--- config.mk ---
export PLATFORM = sky130hd
export DESIGN_NAME = vcfg_unit
export DESIGN_NICKNAME = d
export VERILOG_FILES = /design/src/rtl/vcfg_pkg.sv /design/src/rtl/vcfg_decode.sv /design/src/rtl/vcfg_vlmax.sv /design/src/rtl/vcfg_len.sv /design/src/rtl/vcfg_unit.sv
export SDC_FILE = /design/constraint.sdc
export NUM_CORES = 1
export LEC_CHECK = 0
export ABC_CLOCK_PERIOD_IN_PS = 3800
export BUFFER_PORTS_ARGS = -buffer_cell sky130_fd_sc_hd__buf_4
export CAP_MARGIN = 20
export CORE_ASPECT_RATIO = 0.75
export CORE_MARGIN = 2
export CORE_UTILIZATION = 31
export CTS_BUF_LIST = sky130_fd_sc_hd__clkbuf_8
export DETAILED_ROUTE_END_ITERATION = 10
export PLACE_DENSITY = 0.73
export SYNTH_ARGS = -nofsm -noshare
export SYNTH_HDL_FRONTEND = slang
export SYNTH_SLANG_ARGS = --single-unit
--- constraint.sdc ---
create_clock -name clk -period 3.8 [get_ports clk]
set_input_delay 0 -clock clk [delete_from_list [all_inputs] [get_ports clk]]
set_output_delay 0 -clock clk [all_outputs]
set_load 0.005 [all_outputs]
--- src/rtl/vcfg_pkg.sv ---
package vcfg_pkg;

  typedef enum logic [1:0] {
    FORM_IMM_TYPE = 2'd0,
    FORM_IMM_AVL  = 2'd1,
    FORM_REG_REG  = 2'd2,
    FORM_UNKNOWN  = 2'd3
  } vcfg_form_e;

  localparam int VTYPE_W = 8;

  typedef struct packed {
    logic       mask_pol;
    logic       tail_pol;
    logic [2:0] width_code;
    logic [2:0] group_code;
  } vtype_t;

  localparam int IMM_AVL_ZERO_MEANS = 32;

endpackage

--- src/rtl/vcfg_decode.sv ---
module vcfg_decode
  import vcfg_pkg::*;
#(
  parameter int XLEN = 32
) (
  input  logic [31:0]     instr,
  input  logic [XLEN-1:0] rs1_val,
  input  logic [XLEN-1:0] rs2_val,
  output vcfg_form_e      form,
  output logic [XLEN-1:0] avl,
  output logic [XLEN-1:0] vtype_raw
);

  localparam int PAD11 = XLEN - 11;
  localparam int PAD10 = XLEN - 10;

  logic [4:0] uimm;
  logic       unused_bits;

  assign uimm        = instr[19:15];
  assign unused_bits = ^{instr[14:12], instr[6:0]};

  always_comb begin
    if (!instr[31]) begin
      form = FORM_IMM_TYPE;
    end else if (instr[30]) begin
      form = FORM_IMM_AVL;
    end else if (instr[31:25] == 7'b1000000) begin
      form = FORM_REG_REG;
    end else begin
      form = FORM_UNKNOWN;
    end
  end

  always_comb begin
    unique case (form)
      FORM_IMM_TYPE: vtype_raw = {{PAD11{1'b0}}, instr[30:20]};
      FORM_IMM_AVL:  vtype_raw = {{PAD10{1'b0}}, instr[29:20]};
      FORM_REG_REG:  vtype_raw = rs2_val;
      default:       vtype_raw = '0;
    endcase
  end

  always_comb begin
    if (form == FORM_IMM_AVL) begin
      avl = (uimm == 5'd0) ? XLEN'(IMM_AVL_ZERO_MEANS) : XLEN'(uimm);
    end else begin
      avl = rs1_val;
    end
  end

endmodule

--- src/rtl/vcfg_vlmax.sv ---
module vcfg_vlmax
  import vcfg_pkg::*;
#(
  parameter int XLEN = 32,
  parameter int VLEN = 128,
  parameter int ELEN = 64
) (
  input  logic [XLEN-1:0]          vtype_raw,
  output logic [$clog2(VLEN):0]    vlmax,
  output logic                     legal
);

  localparam int LOG_VLEN = $clog2(VLEN);
  localparam int VLW      = LOG_VLEN + 1;
  localparam int NSEW     = 4;

  vtype_t     vt;
  logic       upper_set;
  logic       group_bad;
  logic       width_bad;
  logic [7:0] group_exp;
  logic [7:0] count_exp;
  logic [NSEW-1:0] sew_fits;

  assign vt        = vtype_t'(vtype_raw[VTYPE_W-1:0]);
  assign upper_set = |vtype_raw[XLEN-1:VTYPE_W];

  for (genvar s = 0; s < NSEW; s++) begin : g_sew
    assign sew_fits[s] = ((8 << s) <= ELEN);
  end

  always_comb begin
    group_bad = 1'b0;
    unique case (vt.group_code)
      3'b000:  group_exp = 8'd0;
      3'b001:  group_exp = 8'd1;
      3'b010:  group_exp = 8'd2;
      3'b011:  group_exp = 8'd3;
      3'b101:  group_exp = 8'hFD;
      3'b110:  group_exp = 8'hFE;
      3'b111:  group_exp = 8'hFF;
      default: begin
        group_exp = 8'd0;
        group_bad = 1'b1;
      end
    endcase
  end

  assign width_bad = vt.width_code[2] || !sew_fits[vt.width_code[1:0]];

  always_comb begin
    count_exp = 8'(LOG_VLEN) + group_exp - 8'd3 - {5'd0, vt.width_code};
    vlmax     = count_exp[7] ? '0 : (VLW'(1) << count_exp[6:0]);
  end

  assign legal = !upper_set && !group_bad && !width_bad && !count_exp[7];

endmodule

--- src/rtl/vcfg_len.sv ---
module vcfg_len
  import vcfg_pkg::*;
#(
  parameter int XLEN = 32,
  parameter int VLW  = 8
) (
  input  vcfg_form_e      form,
  input  logic [XLEN-1:0] avl,
  input  logic [VLW-1:0]  vlmax,
  input  logic            type_legal,
  output logic [VLW-1:0]  new_vl,
  output logic            new_vill
);

  logic over;

  assign over = avl > XLEN'(vlmax);

  always_comb begin
    new_vill = 1'b0;
    new_vl   = '0;
    if (!type_legal || form == FORM_UNKNOWN) begin
      new_vill = 1'b1;
    end else if (form == FORM_IMM_AVL) begin
      if (over) begin
        new_vill = 1'b1;
      end else begin
        new_vl = VLW'(avl);
      end
    end else begin
      new_vl = over ? vlmax : VLW'(avl);
    end
  end

endmodule

--- src/rtl/vcfg_unit.sv ---
module vcfg_unit
  import vcfg_pkg::*;
#(
  parameter int XLEN = 32,
  parameter int VLEN = 128,
  parameter int ELEN = 64
) (
  input  logic                   clk,
  input  logic                   rst_n,
  input  logic                   in_valid,
  output logic                   in_ready,
  input  logic [31:0]            in_instr,
  input  logic [XLEN-1:0]        in_rs1_val,
  input  logic [XLEN-1:0]        in_rs2_val,
  output logic                   out_valid,
  input  logic                   out_ready,
  output logic [4:0]             out_rd,
  output logic [XLEN-1:0]        out_vl,
  output logic [$clog2(VLEN):0]  cfg_vl,
  output logic [VTYPE_W-1:0]     cfg_vtype,
  output logic                   cfg_vill
);

  localparam int VLW = $clog2(VLEN) + 1;

  vcfg_form_e      form;
  logic [XLEN-1:0] avl;
  logic [XLEN-1:0] vtype_raw;
  logic [VLW-1:0]  vlmax;
  logic            type_legal;
  logic [VLW-1:0]  new_vl;
  logic            new_vill;
  logic            accept;

  logic [VLW-1:0]     vl_q;
  logic [VTYPE_W-1:0] vtype_q;
  logic               vill_q;
  logic               valid_q;
  logic [4:0]         rd_q;

  vcfg_decode #(.XLEN(XLEN)) u_dec (
    .instr     (in_instr),
    .rs1_val   (in_rs1_val),
    .rs2_val   (in_rs2_val),
    .form      (form),
    .avl       (avl),
    .vtype_raw (vtype_raw)
  );

  vcfg_vlmax #(.XLEN(XLEN), .VLEN(VLEN), .ELEN(ELEN)) u_max (
    .vtype_raw (vtype_raw),
    .vlmax     (vlmax),
    .legal     (type_legal)
  );

  vcfg_len #(.XLEN(XLEN), .VLW(VLW)) u_len (
    .form       (form),
    .avl        (avl),
    .vlmax      (vlmax),
    .type_legal (type_legal),
    .new_vl     (new_vl),
    .new_vill   (new_vill)
  );

  assign in_ready = !valid_q || out_ready;
  assign accept   = in_valid && in_ready;

  always_ff @(posedge clk or negedge rst_n) begin
    if (!rst_n) begin
      vl_q    <= '0;
      vtype_q <= '0;
      vill_q  <= 1'b1;
      valid_q <= 1'b0;
      rd_q    <= '0;
    end else begin
      if (accept) begin
        vl_q    <= new_vill ? '0 : new_vl;
        vtype_q <= new_vill ? '0 : vtype_raw[VTYPE_W-1:0];
        vill_q  <= new_vill;
        rd_q    <= in_instr[11:7];
        valid_q <= 1'b1;
      end else if (out_ready) begin
        valid_q <= 1'b0;
      end
    end
  end

  assign out_valid = valid_q;
  assign out_rd    = rd_q;
  assign out_vl    = XLEN'(vl_q);
  assign cfg_vl    = vl_q;
  assign cfg_vtype = vtype_q;
  assign cfg_vill  = vill_q;

  // an illegal state carries no length and no type fields
  p_illegal_clears_r7: assert property (@(posedge clk) disable iff (!rst_n)
    cfg_vill |-> (cfg_vl == '0 && cfg_vtype == '0));

  // an immediate length above the maximum is flagged, never cut down
  p_imm_overrun_r6: assert property (@(posedge clk) disable iff (!rst_n)
    (accept && form == FORM_IMM_AVL && avl > XLEN'(vlmax)) |=> cfg_vill);

  // register-length forms cut the length to the maximum
  p_clamp_r4: assert property (@(posedge clk) disable iff (!rst_n)
    (accept && type_legal && form != FORM_IMM_AVL && form != FORM_UNKNOWN
     && avl >= XLEN'(vlmax)) |=> (!cfg_vill && cfg_vl == $past(vlmax)));

  // result appears the cycle after acceptance
  p_latency_r9: assert property (@(posedge clk) disable iff (!rst_n)
    accept |=> out_valid);

  // a stalled result holds steady
  p_hold_r9: assert property (@(posedge clk) disable iff (!rst_n)
    (out_valid && !out_ready) |=> (out_valid && $stable(out_vl) && $stable(out_rd)));

  // a legal type yields a power-of-two maximum
  p_pow2_r3: assert property (@(posedge clk) disable iff (!rst_n)
    (in_valid && type_legal) |-> $onehot(vlmax));

endmodule

# Yosys cells after proc, flatten, opt, wreduce, memory -nomap -nowiden
# Cells that the tools add are included.
# classes
magnitude_cmp	2
reduce_logical	19
shifts	1
mux	21
add_sub_neg	3
n_eq_ne	10
# op_table
operator	n
$pmux 32 s3	1
$mux 8	7
$pmux 8 s6	1
$gt 32x8->1	1
$mux 32	1
$reduce_or 24->1	1
$eq 3x3->1 const B	3
$add 3x8->8 const A	1
$shl 1x7->8 const A	1
$sub 8x2->8 const B	1
$sub 8x3->8	1
$eq 7x7->1 const B	1
$mux 1	7
$reduce_or 7->1	1
$eq 3x2->1 const B	2
$logic_not 1->1	6
$mux 6	1
$logic_not 5->1	1
$eq 2x2->1 const B	2
$logic_and 1x1->1	4
$mux 2	2
$eq 3x1->1 const B	1
$logic_not 3->1	1
$logic_or 1x1->1	3
other kinds (5)	5
# word_totals
output_inout_bits	56
ff_bits	23
elab_cells	61
in_bits	100

# Longest topological paths before layout
# logic_depth
depth_word	18
depth_mapped	20
ltp_nobuf	19

# Hierarchy
# A second synthesis with hierarchy kept.
# unflattened
cells_unflattened	339
hier_area_um2	3056.7
# by_module_without_submodules
mod	cells_each	area_per_inst_um2	instances
vcfg_unit	100	1326.3	1
vcfg_decode	119	858.3	1
vcfg_len	77	563.0	1
vcfg_vlmax	43	309.0	1

# Worst setup path before layout
# OpenSTA, ideal clock, no wires.
# synth_timing
kind	input to register
start	input port in_instr[28]
end	register vl_q[6], in the netlist cfg_vl[6]
required_time_ns	3.724
path_buffers	1
cell_stages	16
path_slack_ns	-1.078
t_arrival_ns	4.802
cell_sequence	or3_4 > or4_4 > o21ai_1 > nand2b_1 > ha_1 > fa_1 > ha_1 > or3b_1 > or4b_2 > ha_1 > and4_1 > a22oi_1 > or3b_1 > buf_1 > mux2_2 > o21ai_1
# synth_between
elab_chain_len	18
# synth_lines
element	line_no	rtl
from (decl)	vcfg_unit.sv:12	input logic [31:0] in_instr,
$eq 7x7->1	vcfg_decode.sv:28	end else if (instr[31:25] == 7'b1000000) begin
$mux 1	vcfg_decode.sv:28	
$mux 2	vcfg_decode.sv:26	end else if (instr[30]) begin
$mux 2	vcfg_decode.sv:24	if (!instr[31]) begin
$eq 2x2->1 (tied with other cells)	vcfg_decode.sv:36	unique case (form)
$pmux 32 s3	vcfg_decode.sv:36	
$eq 3x3->1 (tied with other cells)	vcfg_vlmax.sv:34	unique case (vt.group_code)
$pmux 8 s6	vcfg_vlmax.sv:34	
[2 not listed]	n/a	
$sub 8x3->8	vcfg_vlmax.sv:52	count_exp = 8'(LOG_VLEN) + group_exp - 8'd3 - {5'd0, vt.width_code};
$shl 1x7->8	vcfg_vlmax.sv:53	vlmax = count_exp[7] ? '0 : (VLW'(1) << count_exp[6:0]);
$mux 8	vcfg_vlmax.sv:53	
$gt 32x8->1	vcfg_len.sv:17	assign over = avl > XLEN'(vlmax);
$mux 8 (tied with other cells)	vcfg_len.sv:31	new_vl = over ? vlmax : VLW'(avl);
$mux 8 / $mux 1 (equally long branches)	vcfg_len.sv:24	end else if (form == FORM_IMM_AVL) begin
$mux 8 / $mux 1 (equally long branches)	vcfg_len.sv:22	if (!type_legal || form == FORM_UNKNOWN) begin
$mux 8 *	vcfg_unit.sv:77	vl_q <= new_vill ? '0 : new_vl;
to (signal assigned)	vcfg_unit.sv:77	
to (decl)	vcfg_unit.sv:35	logic [VLW-1:0] vl_q;
# Mark *: on every way between the ends. The rest lies on a longest branch, timed or not. The select of a mux whose other input is x is not followed.
# A chain may end at the register's enable or synchronous reset.

# Final worst setup path
# layout_timing
start	input port in_instr[28]
end	register vl_q[7], in the netlist cfg_vl[7]
# Same word-level chain as after synthesis.

==> results.md <==
* Prevailing post-synth register cell: dfrtp_1
* Leak at 1.70 nW
* Die width at 97.5 um
* Die outline height at 74.1 um
* WP data required at 3990 ps
* Pre-antenna DRT Iters at 4
* # DRC at 0
* Post-Layout Inst Area at 3440 um2
* Post-DP Area at about 3200 um2
* DR iter-0 viols at 104
* Total grt overflow at 0
* Vias at 2156
* Drt via density at 4.72
* Critical path's slowest cell: or4b_4
* Total track usage at 0.163
* Layout cells sized above 1 at 0.537
* Non-Filler Instances at 457
* TritonCTS buffer count at 3
* Failing checks: negative setup slack
* Sequential share of the synthesized area at 0.284
* Worst hold path type: in2reg
* Synth Register Bits at 23
* Max Fanout on Critical Path at 8
* Syn Inst Count at 221
* Final worst setup slack at -457 ps
* Clk slew on worst S/H paths at 70 ps
* Count of buffers from port buffering at 121
* Slowest stage delay, CP at 520 ps
* DRT antenna net count at 0
* Initial antenna violation count at 0
* YS warnings at 0
* Crit end category: flip-flop
* Clk buf depth at 2
* Total I/O pin count at 156
* Row cnt at 25
* Max Slew Vio Count at 0
* Worst vdd ir at ~110 uV
* Clk_skew at 0.713 ps
* Root Driver: clkbuf_8
* Synthesized area at 2030 um2
* Max_slew headroom at 0.481
* Area Overhead vs Synth at 69.1%
* Final hold vios at 0
* Yosys top cell area share at 0.271
* Core Region at between 6000 and 7000 um2
* H-tree Lvls at 1
* NumNets Final at between 400 and 500
* Drt wl/cell at between 10 and 15 um
* Final min period at 4260 ps
* Period utilization at 1.12
* RSZ-0062 raised after global routing: yes
* Die area at 7230 um2
* Delay-heaviest family, CP: simple AND/OR/NAND/NOR gates
* Synth area leader: dfrtp_1
* Pwr/cell area at 213 nW/um2
* Pre-CTS WS at -875 ps
* Final setup vio count at 16
* DP HPWL at 5120 um
* CP Data Arrival Time at 4450 ps
* Fraction of registers with async set/reset at 1.00
* First-pass GRT wire length at 9780 um
* Setup CP Type: in2reg
* Crit-path cells: buf_6 -> or3_4 -> nor4_4 -> a22oi_1 -> ha_1 -> ha_2 -> fa_2 -> ha_4 -> or3b_4 -> or4b_4 -> ha_4 -> and4_4 -> a22oi_2 -> or3b_4 -> mux2_4 -> o21ai_1
* Clk_lat worst skew at 260 ps
* Syn avg cell area at 9.19 um2
* Clock sink total at 23
* N_diodes at 0
* Startpoint types: primary input
* CP Buf/Inv Count at 1
* Max-cap violations at 0
* CTS tree: done
* Worst Max-Slew Pin Slew at approximately 780 ps
* EDFF count, synth at 0
* Gp weighted congestion at a little under 0.9
* Initial Util at 0.322
* Library cells used by synthesis at 47
* Vias in the first global route at 2129
* Post-placement cell count at approximately 440
* Total Wirelength at just over 6000 um
* Achievable frequency at 235 MHz
* Leading post-synthesis cells by cell area: dfrtp_1, buf_4, ha_1
* Status: finished, violations left
* Largest net degree at the start of global routing at 24
[report_power, final]
| group | switching, W | internal, W | total [W] |
|---|---|---|---|
| clock | 0.0000731 | 0.0000721 | 0.000145 |
| combinational | 0.000141 | 0.000183 | 0.000325 |
| sequential | 0.00000591 | 0.000257 | 0.000263 |
| total | 0.000220 | 0.000513 | 0.000733 |
[logic make-up (layout without fill, tap and decap cells)]
kind of cell | Yosys count | after routing | share of synthesized area
flops | 23 | 23 | 0.284
fa+ha+maj | 16 | 16 | 0.106
compound gates | 46 | 46 | 0.180
simple gates | 76 | 77 | 0.219
other cells | 1 | 24 | 0.00185
mux | 12 | 12 | 0.0634
buf+inv | 47 | 178 | 0.146
[repair_timing]
action / in CTS / in global routing
pin swaps: 6 / 7
hold buffers: 7 / 0
buffers inserted: 2 / 3
resized for setup: 8 / 16
endpoints found under the setup margin: 16 / 16
cloned: 1 / 0
hold endpoints to repair: 29 / 0
[layout by cell type (no fill, tap or decap), types with 3 or more instances in the layout]
cell type,instances
ha_4,4
ha_1,9
a21oi_1,3
buf_6,5
nor2_1,6
dlygate4sd3_1,7
nand3_1,3
nand2b_1,5
buf_4,152
dfrtp_1,22
a22oi_1,6
o32a_1,5
nand2_1,22
mux2_1,5
nor3_1,3
clkbuf_8,3
mux2i_1,5
nand4_1,3
conb_1,24
inv_1,11
nor4_1,11
o21ai_2,10
a32o_1,3
nor2_2,3
[through the flow]
stage                     setup TNS [ps]  power, W  hold WS [ps]  utilization
after global placement             -9970  0.000549         -95.1        0.500
after floorplan                    -7620  0.000414          -296            -
final                              -5890  0.000733          44.8        0.544
after global routing               -8460  0.000779          56.8        0.544
after detailed placement          -11820  0.000558         -93.6        0.500
after CTS                          -7050  0.000717          38.6        0.527
[routing by layer]
metal	vias up	global-route usage	wire length, um
li1	1066	-	-
met1	1014	0.204	2550
met2	71	0.302	3320
met3	5	0.0235	326
met4	0	0.0432	44
met5	-	0	0
[worst paths after layout]
kind | from | to | slack [ps] | cells past startpoint
setup / recovery | in_instr[28] | cfg_vl[7]$_DFFE_PN0P_ | -460 | 16
setup reg to reg | out_valid$_DFFE_PN0P_ | cfg_vl[6]$_DFFE_PN0P_ | 1770 | 6
max in group asynchronous | rst_n | cfg_vill$_DFFE_PN1P_ | 3370 | 2
min in group asynchronous | rst_n | out_rd[1]$_DFFE_PN0P_ | 160 | 2
hold / removal | in_rs2_val[6] | cfg_vtype[6]$_DFFE_PN0P_ | 40 | 3
hold reg to reg | cfg_vtype[4]$_DFFE_PN0P_ | cfg_vtype[4]$_DFFE_PN0P_ | 480 | 2
[worst min-delay path, cell delays in order]
cell and delay [ps]:
buf_4 80, a22oi_1 70, o21ai_2 130
[synthesized netlist by cell type (2+ instances only)]
master and number:
nand4_1 3, mux2_2 2, fa_1 2, nand2_1 22, dfrtp_1 22, inv_1 10
a32o_1 3, a22oi_1 7, mux2_1 5, buf_4 32, a21oi_1 5, nor4_1 12
o32a_1 5, and2_1 2, clkbuf_1 3, a22o_1 2, and4_1 2, o21ai_0 2
nor2_1 9, nand3_1 3, nand2b_1 6, or3b_1 2, o22ai_1 2, mux2i_1 5
o21ai_1 5, nor3_1 4, o21ai_2 9, buf_1 2, ha_1 14, nor2b_1 2
[layout make-up]
cell class                      instances  area, um2
Sequential cell                        23        577
Multi-Input combinational cell        175       1410
Clock buffer                            3       41.3
Tap cell                               81        101
Fill cell                             539       2880
Inverter                               10       37.5
Clock inverter                          1       3.75
Timing Repair Buffer                  164       1270
[registers in the layout, summed over array words and instances (netlist names)]
signal     count
cfg_vl         8
out_valid      1
cfg_vtype      8
cfg_vill       1
out_rd         5
Power figures use the tool's default switching activity.
